**src/rtl/txring_pkg.sv**
```systemverilog
package txring_pkg;
  localparam int WORD_W  = 32;
  localparam int BYTE_W  = 8;
  localparam int LANES   = WORD_W / BYTE_W;
  localparam int LANE_W  = $clog2(LANES);
  localparam int OWN_POS = 31;

  typedef enum logic [2:0] {
    W_IDLE,
    W_DESC,
    W_FETCH,
    W_EMIT,
    W_WBACK,
    W_ADV
  } walk_st_t;
endpackage

```
**src/rtl/txring_rst_sync.sv**
```systemverilog
module txring_rst_sync #(
  parameter int STAGES = 2
) (
  input  logic clk,
  input  logic rst_n,
  output logic rst_core_n
);
  logic [STAGES-1:0] sync_q;

  always_ff @(posedge clk or negedge rst_n) begin
    if (!rst_n) sync_q <= '0;
    else        sync_q <= {sync_q[STAGES-2:0], 1'b1};
  end

  assign rst_core_n = sync_q[STAGES-1];
endmodule

```
**src/rtl/txring_unpack.sv**
```systemverilog
module txring_unpack
  import txring_pkg::*;
#(
  parameter int LEN_W = 16
) (
  input  logic              clk,
  input  logic              rst_n,
  input  logic              clr,
  input  logic              load,
  input  logic              adv,
  input  logic [WORD_W-1:0] word_in,
  output logic [LEN_W-1:0]  cnt,
  output logic [BYTE_W-1:0] byte_out
);
  logic [WORD_W-1:0] word_q;
  logic [LEN_W-1:0]  cnt_q, cnt_d;

  always_comb begin
    cnt_d = cnt_q;
    if (clr)      cnt_d = '0;
    else if (adv) cnt_d = cnt_q + LEN_W'(1);
  end

  always_ff @(posedge clk or negedge rst_n) begin
    if (!rst_n) begin
      word_q <= '0;
      cnt_q  <= '0;
    end else begin
      if (load)      word_q <= word_in;
      if (clr | adv) cnt_q  <= cnt_d;
    end
  end

  assign cnt      = cnt_q;
  assign byte_out = word_q[cnt_q[LANE_W-1:0]*BYTE_W +: BYTE_W];
endmodule

```
**src/rtl/txring_walker.sv**
```systemverilog
module txring_walker
  import txring_pkg::*;
#(
  parameter int AW       = 32,
  parameter int LEN_W    = 16,
  parameter int MAX_LEN  = 2048,
  parameter int CAUSE_W  = 4,
  parameter int CAUSE_HI = 3
) (
  input  logic              clk,
  input  logic              rst_n,
  input  logic              start,
  input  logic              queue_sel,
  input  logic [AW-1:0]     start_ptr,
  input  logic              mem_ack,
  input  logic [WORD_W-1:0] mem_rdata,
  input  logic              tready,
  input  logic [LEN_W-1:0]  cnt,
  output logic              mem_req,
  output logic              mem_we,
  output logic [AW-1:0]     mem_addr,
  output logic [WORD_W-1:0] mem_wdata,
  output logic              emit,
  output logic              last,
  output logic              cnt_clr,
  output logic              word_load,
  output logic              busy,
  output logic [CAUSE_W-1:0] cause_set
);
  walk_st_t st_q, st_d;
  logic [AW-1:0]     cur_q, cur_d, first_q, first_d, buf_q, buf_d, next_q, next_d;
  logic [WORD_W-1:0] cmd_q, cmd_d;
  logic [LEN_W-1:0]  len_q, len_d;
  logic [1:0]        widx_q, widx_d;
  logic              qs_q, qs_d;
  logic [CAUSE_W-1:0] cause_q, cause_d, cause_map;

  // Map latched queue index to its cause bit: bit CAUSE_HI minus index
  for (genvar g = 0; g < CAUSE_W; g++) begin : g_cause
    if (g <= CAUSE_HI && CAUSE_HI - g < 2) begin : g_hit
      assign cause_map[g] = (qs_q == 1'(CAUSE_HI - g));
    end else begin : g_zero
      assign cause_map[g] = 1'b0;
    end
  end

  assign emit = (st_q == W_EMIT);
  assign last = emit && ((cnt + LEN_W'(1)) == len_q);

  always_comb begin
    st_d = st_q;  cur_d = cur_q;  first_d = first_q;  buf_d = buf_q;
    next_d = next_q;  cmd_d = cmd_q;  len_d = len_q;  widx_d = widx_q;
    qs_d = qs_q;  cause_d = '0;  cnt_clr = 1'b0;  word_load = 1'b0;
    unique case (st_q)
      W_IDLE: if (start) begin
        st_d = W_DESC;  cur_d = start_ptr;  first_d = start_ptr;
        widx_d = '0;  qs_d = queue_sel;
      end
      W_DESC: if (mem_ack) begin
        widx_d = widx_q + 2'd1;
        unique case (widx_q)
          2'd0: cmd_d = mem_rdata;
          2'd1: len_d = mem_rdata[WORD_W-1 -: LEN_W];
          2'd2: buf_d = mem_rdata[AW-1:0];
          default: begin
            next_d  = mem_rdata[AW-1:0];
            cnt_clr = 1'b1;
            if (!cmd_q[OWN_POS])                                  st_d = W_ADV;
            else if (len_q == '0 || len_q >= LEN_W'(MAX_LEN))     st_d = W_WBACK;
            else                                                  st_d = W_FETCH;
          end
        endcase
      end
      W_FETCH: if (mem_ack) begin
        word_load = 1'b1;
        st_d      = W_EMIT;
      end
      W_EMIT: if (tready) begin
        if (last)                    st_d = W_WBACK;
        else if (&cnt[LANE_W-1:0])   st_d = W_FETCH;
      end
      W_WBACK: if (mem_ack) begin
        cause_d = cause_map;
        st_d    = W_ADV;
      end
      W_ADV: begin
        if (next_q == first_q) st_d = W_IDLE;
        else begin
          cur_d  = next_q;
          widx_d = '0;
          st_d   = W_DESC;
        end
      end
      default: st_d = W_IDLE;
    endcase
  end

  always_ff @(posedge clk or negedge rst_n) begin
    if (!rst_n) begin
      st_q <= W_IDLE;  cur_q <= '0;  first_q <= '0;  buf_q <= '0;  next_q <= '0;
      cmd_q <= '0;  len_q <= '0;  widx_q <= '0;  qs_q <= 1'b0;  cause_q <= '0;
    end else begin
      st_q <= st_d;  cur_q <= cur_d;  first_q <= first_d;  buf_q <= buf_d;
      next_q <= next_d;  cmd_q <= cmd_d;  len_q <= len_d;  widx_q <= widx_d;
      qs_q <= qs_d;  cause_q <= cause_d;
    end
  end

  always_comb begin
    unique case (st_q)
      W_DESC:  mem_addr = cur_q + AW'({widx_q, 2'b00});
      W_FETCH: mem_addr = buf_q + AW'({cnt[LEN_W-1:LANE_W], {LANE_W{1'b0}}});
      W_WBACK: mem_addr = cur_q;
      default: mem_addr = '0;
    endcase
  end

  assign mem_req   = (st_q == W_DESC) || (st_q == W_FETCH) || (st_q == W_WBACK);
  assign mem_we    = (st_q == W_WBACK);
  assign mem_wdata = cmd_q & ~(WORD_W'(1) << OWN_POS);
  assign busy      = (st_q != W_IDLE);
  assign cause_set = cause_q;
endmodule

```
**src/rtl/tx_ring_dma.sv**
```systemverilog
module tx_ring_dma
  import txring_pkg::*;
#(
  parameter int AW       = 32,
  parameter int LEN_W    = 16,
  parameter int MAX_LEN  = 2048,
  parameter int CAUSE_W  = 4,
  parameter int CAUSE_HI = 3
) (
  input  logic               clk,
  input  logic               rst_n,
  input  logic               start,
  input  logic               queue_sel,
  input  logic [AW-1:0]      q0_ptr,
  input  logic [AW-1:0]      q1_ptr,
  output logic               busy,
  output logic [CAUSE_W-1:0] cause_set,
  output logic               mem_req,
  output logic               mem_we,
  output logic [AW-1:0]      mem_addr,
  output logic [WORD_W-1:0]  mem_wdata,
  input  logic               mem_ack,
  input  logic [WORD_W-1:0]  mem_rdata,
  output logic [BYTE_W-1:0]  tx_tdata,
  output logic               tx_tvalid,
  input  logic               tx_tready,
  output logic               tx_tlast
);
  logic             rst_core_n;
  logic [LEN_W-1:0] cnt;
  logic             emit, last, cnt_clr, word_load;
  logic [AW-1:0]    start_ptr;

  assign start_ptr = queue_sel ? q1_ptr : q0_ptr;

  txring_rst_sync #(.STAGES(2)) u_rst (
    .clk(clk), .rst_n(rst_n), .rst_core_n(rst_core_n)
  );

  txring_walker #(
    .AW(AW), .LEN_W(LEN_W), .MAX_LEN(MAX_LEN), .CAUSE_W(CAUSE_W), .CAUSE_HI(CAUSE_HI)
  ) u_walk (
    .clk(clk), .rst_n(rst_core_n), .start(start), .queue_sel(queue_sel),
    .start_ptr(start_ptr), .mem_ack(mem_ack), .mem_rdata(mem_rdata),
    .tready(tx_tready), .cnt(cnt), .mem_req(mem_req), .mem_we(mem_we),
    .mem_addr(mem_addr), .mem_wdata(mem_wdata), .emit(emit), .last(last),
    .cnt_clr(cnt_clr), .word_load(word_load), .busy(busy), .cause_set(cause_set)
  );

  txring_unpack #(.LEN_W(LEN_W)) u_unpack (
    .clk(clk), .rst_n(rst_core_n), .clr(cnt_clr), .load(word_load),
    .adv(emit && tx_tready), .word_in(mem_rdata), .cnt(cnt), .byte_out(tx_tdata)
  );

  assign tx_tvalid = emit;
  assign tx_tlast  = last;
endmodule

```
**config.mk**
```make
export PLATFORM = sky130hd
export DESIGN_NAME = tx_ring_dma
export DESIGN_NICKNAME = d
export VERILOG_FILES = /design/src/rtl/txring_pkg.sv /design/src/rtl/txring_rst_sync.sv /design/src/rtl/txring_unpack.sv /design/src/rtl/txring_walker.sv /design/src/rtl/tx_ring_dma.sv
export SDC_FILE = /design/constraint.sdc
export NUM_CORES = 1
export LEC_CHECK = 0
export BUFFER_PORTS_ARGS = -buffer_cell sky130_fd_sc_hd__buf_2
export CAP_MARGIN = 20
export CORE_UTILIZATION = 40
export CTS_BUF_LIST = sky130_fd_sc_hd__clkbuf_4
export CTS_CLUSTER_SIZE = 14
export DETAILED_ROUTE_END_ITERATION = 12
export PLACE_DENSITY = 0.67
export SETUP_SLACK_MARGIN = 0.02
export SLEW_MARGIN = 20
export SYNTH_ARGS = -nofsm -noshare
export SYNTH_HDL_FRONTEND = slang
export SYNTH_SLANG_ARGS = --single-unit
```
**constraint.sdc**
```tcl
create_clock -name clk -period 8.6 [get_ports clk]
set_clock_uncertainty 0.2 [all_clocks]
set_input_delay 0.86 -clock clk [delete_from_list [all_inputs] [get_ports clk]]
set_output_delay 0.86 -clock clk [all_outputs]
set_load 0.03 [all_outputs]
```
==> impl_metrics.env, run 1 <==
export IMPL_syn_to_final_growth_pct=13.7
export IMPL_h_tree_depth=3
export IMPL_worstMarginPinSlew_ns=1.11
export IMPL_core_area_sq_um=31800
export IMPL_dpl_cell_count=1775
export IMPL_setup_violations_final=0
export IMPL_die_w_um=183
export IMPL_yosys_warnings=0
export IMPL_grt_use_met2_pct=34.8
export IMPL_synth_top_area_cell="dfrtp_1"
export IMPL_cts_made_buffers=67
export IMPL_route_detailed_drc=0
export IMPL_grt_pass1_vias=9865
export IMPL_final_nets=1535
export IMPL_hold_path_cell_count=0
export IMPL_r2r_slack_ns=4.85
export IMPL_cts_root_buffer="clkbuf_4"
export IMPL_rr_worst_depth=7
export IMPL_leakagePower_uw=0.00702
export IMPL_worst_path_largest_cell_delay_ns=0.55
export IMPL_dr_pass1_iters=8
export IMPL_finalHoldViolCount=0
export IMPL_place_gp_congestion=0.919
export IMPL_drtIter0Drc=845
export IMPL_syn_inst=1260
export IMPL_slew_headroom_pct=26.0
export IMPL_num_vias=10400
export IMPL_hp_class="reg2reg"
export IMPL_netlist_top_cells_area="dfrtp_1 45%, mux2_2 13%, xor2_1 4.2%, a21oi_1 3.6%, o21ai_0 3.6%"
export IMPL_synth_top_area_share_pct=44.9
export IMPL_grt_pass1_wl_um=58400
export IMPL_syn_area_sq_um=13000
export IMPL_synthDistinctLibCells=73
export IMPL_syn_area_per_cell_sq_um=10.3
export IMPL_finalNonFillerCells=1887
export IMPL_crit_slowest_cell="dfrtp_1"
export IMPL_met3_usage_pct=7.46
export IMPL_crit_path_start_kind="flop"
export IMPL_fin_tns_setup_ns=0
export IMPL_power_density_nw_per_um2=342
export IMPL_cts_path_max_buffers=3
export IMPL_port_buffers=179
export IMPL_cts_sinks=234
export IMPL_ys_flop_type="dfrtp_1"
export IMPL_antenna_found_initial=3
export IMPL_drt_wl_total_um=38800
export IMPL_vdd_ir_drop_max_mv=0.273
export IMPL_status="completed"
export IMPL_die_h_um=183
export IMPL_rr_startpoint="u_walk.st_q[1]"
export IMPL_min_to="u_rst.sync_q[1]"
export IMPL_grt_max_degree=159
export IMPL_synth_edf_count=0
export IMPL_busiest_layer="met2"
export IMPL_r2r_end="u_unpack.cnt[13]"
export IMPL_max_freq_mhz=207
export IMPL_clock_latency_ns=0.70
export IMPL_fin_crit_sh_pct=56.1
export IMPL_fill_cells=3047
export IMPL_rsz0062_at_grt="no"
export IMPL_rows=65
export IMPL_min_period_ns=4.83
export IMPL_cts_hold_buf=1
export IMPL_end_kind="primary output"
export IMPL_min_from="u_rst.sync_q[0]"
export IMPL_post_cts_resized=0
export IMPL_cts_setup_buffers=0
export IMPL_grt_total_usage_pct=23.3
export IMPL_critical_path_arrival_ns=3.77
export IMPL_ioPinCount=183
export IMPL_crit_fanout=11
export IMPL_final_antenna_net_count=0
export IMPL_drive_gt1_share_pct=32.4
export IMPL_maxCapViolations=0
export IMPL_cts_tree="yes"
export IMPL_hpwl_um=27800
export IMPL_crit_type="reg2out"
export IMPL_gr_total_overflow=0
export IMPL_crit_required_ns=7.54
export IMPL_post_drt_via_cell_ratio=5.50
export IMPL_async_flop_share_pct=100
export IMPL_start_util_pct=41.0
export IMPL_wl_per_cell_um=20.6
export IMPL_crit_chain="ha_1 -> inv_1 -> fa_1 -> nor2b_1 -> o31a_1 -> o31ai_1 -> a21oi_2 -> nand3_1 -> xor2_1 -> o21ai_0 -> buf_2"
export IMPL_fp_dieArea_sq_um=33300
export IMPL_grt_use_met1_pct=31.8
export IMPL_drv_slew=0
export IMPL_seq_area_frac_synth_pct=44.9
export IMPL_synth_seq_cells=234
export IMPL_cts_reportedPaths_clkPinSlew_ns=0.06
[worst max-delay path: cells and delay by family, from the launching register on]
family,cells,cell delay [ns]
DFF,1,0.55
and+or+nand+nor,2,0.31
buffers and inverters,2,0.32
adders and majority gates,2,0.64
AOI/OAI and AO/OA,4,1.09
xor gates and xnor gates,1,0.16
[stage by stage]
step / area [sq um] / worst slack [ns] / util, % / hold WS [ns] / total power (uW)
floorplan: 13000 / 1.40 / - / 0.131 / 3490
global placement: 14000 / 4.53 / 43.9 / 0.136 / 3960
detailed placement: 14000 / 4.46 / 43.9 / 0.144 / 4000
CTS: 14800 / 3.71 / 46.6 / 0.160 / 5090
global route: 14800 / 3.42 / 46.6 / 0.163 / 5390
finish: 14800 / 3.77 / 46.6 / 0.157 / 5070
[kinds of logic after synthesis]
family | Yosys count | share of synthesized area [%]
AO/OA/AOI/OAI | 272 | 12.4
multiplexers | 187 | 16.5
adder cells (fa/ha/maj) | 23 | 2.32
XOR/XNOR | 86 | 5.84
buffers and inverters | 123 | 5.21
other | 2 | 0.0576
flip-flops | 234 | 44.9
AND/OR/NAND/NOR | 333 | 12.8
[placed cells by master (no fill, tap or decap), types with 18 or more instances in the layout]
cell,count
mux2i_1,34
nand2_1,85
xnor2_1,22
a21oi_1,95
buf_2,179
nand4_1,18
ha_1,21
mux2_2,145
nor2_1,99
dfrtp_1,233
o21ai_0,95
xor2_1,63
clkbuf_4,91
nand3_1,37
[cell type report]
type	instances	area, sq um	share of cell area, %
Antenna cell	2	5.00	0.0338
Sequential cell	234	5860	39.5
Tap cell	435	544	3.67
Inverter	13	48.8	0.329
Timing Repair Buffer	189	986	6.65
Multi-Input combinational cell	905	6530	44.1
Clock buffer	91	683	4.61
Clock inverter	18	160	1.08
[flip-flops by register name, summed over array words and instances (netlist names)]
| register | flops |
|---|---|
| u_unpack.word_q | 32 |
| u_walk.first_q | 32 |
| u_walk.buf_q | 32 |
| u_walk.qs_q | 1 |
| u_walk.st_q | 3 |
| u_walk.cause_set | 2 |
| u_walk.cmd_q | 32 |
| u_walk.cur_q | 32 |
| u_walk.widx_q | 2 |
| u_walk.next_q | 32 |
| u_rst.sync_q | 2 |
| u_walk.len_q | 16 |
| u_unpack.cnt | 16 |
[worst max path at each step]
| stage | start | cells past startpoint | endpoint |
|---|---|---|---|
| 6_report | u_unpack.cnt[2] | 11 | mem_addr[20] |
| 5_1_grt | u_unpack.cnt[0] | 9 | tx_tlast |
| 4_1_cts | u_unpack.cnt[0] | 9 | tx_tlast |
| 3_5_place_dp | u_unpack.cnt[0] | 9 | tx_tlast |
| 3_3_place_gp | u_unpack.cnt[2] | 11 | mem_addr[20] |
| 2_1_floorplan | u_rst.sync_q[1] | 0 | u_unpack.cnt[0] |
[where the power goes]
group	switching (uW)	internal, uW
clock	487	579
sequential	487	1560
combinational	1130	825
total	2110	2960
[synth_stat cells, drive strengths merged, types with 14 or more instances]
master	instances
a21oi	96
and3	16
buf	74
clkbuf	36
dfrtp	234
ha	21
mux2	145
mux2i	34
nand2	86
nand3	39
nand4	19
nor2	101
nor4	14
o21ai	95
xnor2	23
xor2	63
[routing by layer]
metal  vias to the layer above  wire [um]
li1                       4798          -
met1                      5101      17000
met2                       433      17300
met3                        54       3580
met4                         0        891
met5                         -          0
No activity file was read; power rests on OpenSTA's default activity.
==> inputs of run 2 (changes only) <==
--- a/config.mk
+++ b/config.mk
@@ -5,6 +5,7 @@
 export SDC_FILE = /design/constraint.sdc
 export NUM_CORES = 1
 export LEC_CHECK = 0
+export ABC_AREA = 1
 export BUFFER_PORTS_ARGS = -buffer_cell sky130_fd_sc_hd__buf_2
 export CAP_MARGIN = 20
 export CORE_UTILIZATION = 40
==> constraint.sdc (replaced) <==
create_clock -name clk -period 5 [get_ports clk]
set_clock_uncertainty 0.2 [all_clocks]
set_input_delay 0.5 -clock clk [delete_from_list [all_inputs] [get_ports clk]]
set_output_delay 0.5 -clock clk [all_outputs]
set_load 0.03 [all_outputs]
==> impl_metrics.env, run 2 <==
export IMPL_synth_adder_area_share_pct=2.22
export IMPL_fp_dieArea_sq_um=34800
export IMPL_crit_fanout=6
export IMPL_start_util_pct=40.6
export IMPL_max_freq_mhz=224
export IMPL_drtIter0Drc=1277
export IMPL_grt_max_degree=99
export IMPL_synthDistinctLibCells=39
export IMPL_place_gp_congestion=0.919
export IMPL_yosys_warnings=0
export IMPL_synth_simple_area_share_pct=28.4
export IMPL_wl_per_cell_um=18.3
export IMPL_synth_top_family_by_area="simple AND/OR/NAND/NOR gates"
export IMPL_final_cell_mix="611 x nand2_1, 266 x o21ai_0, 233 x dfrtp_1"
export IMPL_antenna_found_initial=7
export IMPL_crit_slowest_cell="o21ai_0"
export IMPL_total_power_uw=10600
export IMPL_leakagePower_uw=0.00805
export IMPL_finalHoldViolCount=0
export IMPL_grt_pass1_vias=13300
export IMPL_crit_family="compound AO/OA/AOI/OAI gates"
export IMPL_synth_compound_area_share_pct=15.8
export IMPL_ioPinCount=183
export IMPL_final_nets=2282
export IMPL_drv_slew=0
export IMPL_h_tree_depth=3
export IMPL_finalNonFillerCells=2655
export IMPL_route_detailed_drc=0
export IMPL_seq_area_frac_synth_pct=43.0
export IMPL_fin_ws_ns=0.542
export IMPL_dpl_cell_count=2442
export IMPL_rows=67
export IMPL_min_period_ns=4.46
export IMPL_ff_latch_area_sq_um=5860
export IMPL_synth_common_cells="613 x nand2_1, 266 x o21ai_0, 234 x dfrtp_1"
export IMPL_ys_flop_type="dfrtp_1"
export IMPL_grt_pass1_wl_um=74800
export IMPL_final_cell_area_sq_um=16500
export IMPL_gr_total_overflow=0
export IMPL_grt_total_usage_pct=27.9
export IMPL_syn_area_per_cell_sq_um=7.15
export IMPL_synth_top_area_cell="dfrtp_1"
export IMPL_rsz0062_at_grt="no"
export IMPL_core_area_sq_um=33500
export IMPL_drive_gt1_share_pct=15.3
export IMPL_synth_seq_cells=234
export IMPL_setup_violations_final=0
export IMPL_fin_crit_sh_pct=89.2
export IMPL_status="completed"
export IMPL_fin_tns_setup_ns=0
export IMPL_cts_tree="yes"
export IMPL_die_h_um=186
export IMPL_crit_path_start_kind="flop"
export IMPL_synthMuxAreaShare_pct=0
export IMPL_synth_edf_count=0
export IMPL_fill_cells=3368
export IMPL_synth_xor_area_share_pct=0.515
export IMPL_post_cts_resized=0
export IMPL_final_common_cell="nand2_1"
export IMPL_dp_slack_ns=1.26
export IMPL_syn_inst=1903
export IMPL_num_vias=13900
export IMPL_cts_sinks=234
export IMPL_critical_path_arrival_ns=3.76
export IMPL_cts_made_buffers=69
export IMPL_synth_most_common_cell="nand2_1"
export IMPL_synth_top_area_share_pct=43.0
export IMPL_worst_path_largest_cell_delay_ns=0.60
export IMPL_r2r_slack_ns=1.98
export IMPL_hpwl_um=34800
export IMPL_syn_to_final_growth_pct=21.0
export IMPL_slew_headroom_pct=31.9
export IMPL_cts_setup_buffers=0
export IMPL_maxCapViolations=0
export IMPL_drt_wl_total_um=48500
export IMPL_placed_area_sq_um=14700
export IMPL_netlist_top_cells_area="dfrtp_1 43%, nand2_1 17%, o21ai_0 9.8%, inv_1 6.0%, nand3_1 3.7%"
export IMPL_multiInputGateArea_sq_um=6430
export IMPL_die_w_um=186
export IMPL_hp_class="in2reg"
export IMPL_worstMarginPinSlew_ns=1.02
export IMPL_power_density_nw_per_um2=645
export IMPL_final_antenna_net_count=0
export IMPL_dr_pass1_iters=5
export IMPL_port_buffers=179
export IMPL_cts_reportedPaths_clkPinSlew_ns=0.08
export IMPL_post_drt_via_cell_ratio=5.25
export IMPL_cts_root_buffer="clkbuf_4"
export IMPL_async_flop_share_pct=100
export IMPL_crit_chain="inv_1 -> fa_1 -> inv_1 -> nand2_1 -> a21oi_1 -> a21oi_1 -> o21ai_0 -> nand2_1 -> nor2_1 -> nor2_1 -> o211ai_1 -> buf_2"
export IMPL_crit_required_ns=4.30
export IMPL_syn_area_sq_um=13600
export IMPL_clock_latency_ns=0.72
export IMPL_crit_type="reg2out"
export IMPL_critPathBufInv=3
export IMPL_end_kind="primary output"
export IMPL_cts_path_max_buffers=3
export IMPL_vdd_ir_drop_max_mv=0.368
==> run 2: cell families after synthesis <==
logic type                 Yosys count
xor gates and xnor gates             8
buffers and inverters              325
and+or+nand+nor                    921
DFF                                234
other                                2
adders and majority gates           23
AOI/OAI and AO/OA                  390
==> run 2: layout make-up <==
class / count / share of cell area, %
Timing Repair Buffer: 283 / 11.7
Multi-Input combinational cell: 1346 / 39.0
Antenna cell: 5 / 0.0759
Sequential cell: 234 / 35.6
Clock inverter: 22 / 0.851
Tap cell: 448 / 3.40
Clock buffer: 94 / 4.28
Inverter: 223 / 5.08
==> run 2: layer usage <==
layer  GRT usage, %  routed length [um]  up-vias
met5              0                  12        -
met4           10.9                1610        2
met3           6.60                4110       87
met2           42.5               21500      591
met1           38.4               21300     6540
li1               -                   -     6729
==> run 2: per-stage QoR <==
step,hold WS (ns),util [%]
finish,0.0314,49.1
floorplan,0.00441,-
global placement,0.0853,43.8
detailed placement,0.0894,43.8
global route,0.0409,49.1
CTS,0.000809,49.1
==> run 2: worst register-to-register path: stages (launching register included) <==
cell and delay, ns:
dfrtp_1 0.42, inv_1 0.06, nor2_1 0.14, nand2_1 0.42
nor2_4 0.20, buf_4 0.53, inv_1 0.14, nand2_1 0.53
o21ai_0 0.20
==> run 2: report_power, final <==
group          total [uW]  switching, uW  internal [uW]
sequential           3580            822           2760
clock                1810            878            931
combinational        5230           3620           1620
==> run 2: worst paths after layout <==
| path | start | end | cells past startpoint |
|---|---|---|---|
| setup / recovery | u_unpack.cnt[3] | mem_addr[28] | 12 |
| hold / removal | q1_ptr[6] | u_walk.first_q[6] | 5 |
| setup reg to reg | u_walk.st_q[0] | u_unpack.cnt[3] | 8 |
| hold reg to reg | u_rst.sync_q[0] | u_rst.sync_q[1] | 0 |
| max in group asynchronous | u_rst.sync_q[1] | u_walk.next_q[20] | 1 |
| min in group asynchronous | u_rst.sync_q[1] | u_walk.cmd_q[5] | 0 |
==> run 2: what timing repair did <==
action                                  in CTS  in global routing
hold buffers                                92                  0
endpoints found under the setup margin       0                  0
endpoints found under the hold margin      112                  0
==> inputs of run 3 (changes only) <==
--- a/config.mk
+++ b/config.mk
@@ -6,13 +6,13 @@
 export NUM_CORES = 1
 export LEC_CHECK = 0
 export ABC_AREA = 1
-export BUFFER_PORTS_ARGS = -buffer_cell sky130_fd_sc_hd__buf_2
+export BUFFER_PORTS_ARGS = -buffer_cell sky130_fd_sc_hd__buf_4
 export CAP_MARGIN = 20
 export CORE_UTILIZATION = 40
 export CTS_BUF_LIST = sky130_fd_sc_hd__clkbuf_4
 export CTS_CLUSTER_SIZE = 14
 export DETAILED_ROUTE_END_ITERATION = 12
-export PLACE_DENSITY = 0.67
+export PLACE_DENSITY_LB_ADDON = 0.12
 export SETUP_SLACK_MARGIN = 0.02
 export SLEW_MARGIN = 20
 export SYNTH_ARGS = -nofsm -noshare
==> impl_metrics.env, run 3 (same netlist as run 2, synthesis figures left out) <==
export IMPL_cts_made_buffers=71
export IMPL_wl_per_cell_um=18.5
export IMPL_fin_tns_setup_ns=0
export IMPL_maxCapViolations=0
export IMPL_port_buffers=179
export IMPL_final_nets=2295
export IMPL_slew_headroom_pct=31.7
export IMPL_rsz0062_at_grt="no"
export IMPL_route_detailed_drc=0
export IMPL_grt_pass1_vias=13200
export IMPL_r2r_slack_ns=1.78
export IMPL_die_w_um=186
export IMPL_grt_total_usage_pct=28.3
export IMPL_crit_fanout=6
export IMPL_vdd_ir_drop_max_mv=0.350
export IMPL_cts_reportedPaths_clkPinSlew_ns=0.07
export IMPL_die_h_um=186
export IMPL_core_area_sq_um=33500
export IMPL_worstMarginPinSlew_ns=1.02
export IMPL_min_period_ns=4.34
export IMPL_min_from="q1_ptr[23]"
export IMPL_antenna_found_initial=2
export IMPL_hpwl_um=35100
export IMPL_crit_path_start_kind="flop"
export IMPL_min_to="u_walk.cur_q[23]"
export IMPL_cts_sinks=234
export IMPL_post_drt_via_cell_ratio=5.18
export IMPL_cts_tree="yes"
export IMPL_power_density_nw_per_um2=640
export IMPL_cts_path_max_buffers=3
export IMPL_setup_violations_final=0
export IMPL_h_tree_depth=3
export IMPL_fin_crit_sh_pct=86.8
export IMPL_dr_pass1_iters=7
export IMPL_num_vias=13800
export IMPL_rr_worst_depth=11
export IMPL_hp_class="in2reg"
export IMPL_drive_gt1_share_pct=15.4
export IMPL_fill_cells=3350
export IMPL_finalHoldViolCount=0
export IMPL_rr_startpoint="u_walk.st_q[0]"
export IMPL_gr_total_overflow=0
export IMPL_leakagePower_uw=0.00824
export IMPL_start_util_pct=40.6
export IMPL_ioPinCount=183
export IMPL_final_common_cell="nand2_1"
export IMPL_grt_pass1_wl_um=75500
export IMPL_crit_required_ns=4.30
export IMPL_hold_path_cell_count=5
export IMPL_worst_path_largest_cell_delay_ns=0.53
export IMPL_clock_latency_ns=0.72
export IMPL_crit_chain="ha_1 -> inv_1 -> fa_1 -> inv_1 -> nand2_1 -> a21oi_1 -> a21oi_1 -> o21ai_0 -> nand2_1 -> o21ai_0 -> nand3_1 -> o211ai_1 -> buf_4"
export IMPL_drt_wl_total_um=49200
export IMPL_crit_family="compound AO/OA/AOI/OAI gates"
export IMPL_max_freq_mhz=230
export IMPL_status="completed"
export IMPL_final_antenna_net_count=0
export IMPL_syn_to_final_growth_pct=25.3
export IMPL_post_cts_resized=0
export IMPL_grt_max_degree=125
export IMPL_drtIter0Drc=1091
export IMPL_rows=67
export IMPL_fp_dieArea_sq_um=34800
export IMPL_critical_path_arrival_ns=3.64
export IMPL_final_core_util_pct=50.9
export IMPL_place_gp_congestion=0.947
export IMPL_crit_slowest_cell="o21ai_0"
export IMPL_crit_type="reg2out"
export IMPL_end_kind="primary output"
export IMPL_drv_slew=0
export IMPL_critPathBufInv=3
export IMPL_cts_root_buffer="clkbuf_4"
export IMPL_final_cell_mix="611 x nand2_1, 266 x o21ai_0, 233 x dfrtp_1"
export IMPL_total_power_uw=10900
export IMPL_r2r_end="u_walk.cur_q[22]"
[run 3: cell count changes in the layout (fill, tap and decap cells not counted), moves of 2 or more]
cell / previous run / this run
clkbuf_4: 94 / 103
diode_2: 5 / 3
dlygate4sd3_1: 92 / 103
buf_2: 179 / 0
inv_6: 2 / 0
buf_4: 10 / 190
clkinv_1: 15 / 10
[run 3: final cells by class]
| class | count | area [sq um] | area share (%) |
|---|---|---|---|
| Multi-Input combinational cell | 1346 | 6430 | 37.7 |
| Sequential cell | 234 | 5860 | 34.4 |
| Timing Repair Buffer | 294 | 2480 | 14.5 |
| Inverter | 223 | 837 | 4.91 |
| Clock buffer | 103 | 773 | 4.53 |
| Tap cell | 448 | 561 | 3.29 |
| Clock inverter | 14 | 115 | 0.675 |
| Antenna cell | 3 | 7.51 | 0.0440 |
[run 3: repair_timing]
item / 4_1_cts / 5_1_grt
hold endpoints to repair: 120 / 0
hold buffers: 103 / 0
setup endpoints to repair: 0 / 0
setup buffers: 0 / 0
[run 3: tightest hold or removal path, stage by stage]
cell      delay, ns
buf_4          0.08
nand2_1        0.04
nand2_1        0.09
o211ai_1       0.12
o21ai_0        0.09
[run 3: power breakdown]
group          internal, uW  switching (uW)  leakage [uW]
combinational          1830            3620       0.00485
clock                  1040             870      0.000524
sequential             2760             806       0.00287
[run 3: worst max-delay path by stage]
stage	endpoint	cells past startpoint	from	slack, ns
6_report	mem_addr[24]	13	u_unpack.cnt[2]	0.66
5_1_grt	mem_addr[24]	13	u_unpack.cnt[2]	0.40
4_1_cts	mem_addr[24]	13	u_unpack.cnt[2]	0.61
3_5_place_dp	mem_addr[24]	13	u_unpack.cnt[2]	1.41
3_3_place_gp	mem_addr[28]	13	u_unpack.cnt[2]	1.46
2_1_floorplan	u_unpack.cnt[0]	0	u_rst.sync_q[1]	0.96
[run 3: metal layers]
metal	global-route usage (%)	share of wire [%]
met5	0	0
met4	10.8	3.3
met3	4.51	6.5
met2	43.0	44
met1	40.4	47
[run 3: through the flow]
step           hold WS (ns)  cell area, sq um  instances  worst slack [ns]
4_1_cts             0.00124             17100       2662             0.605
3_5_place_dp         0.0846             15100       2442              1.41
6_report             0.0397             17100       2665             0.659
3_3_place_gp         0.0858             15100       2442              1.46
2_1_floorplan       0.00441             13600       1905             0.955
5_1_grt              0.0718             17100       2663             0.402
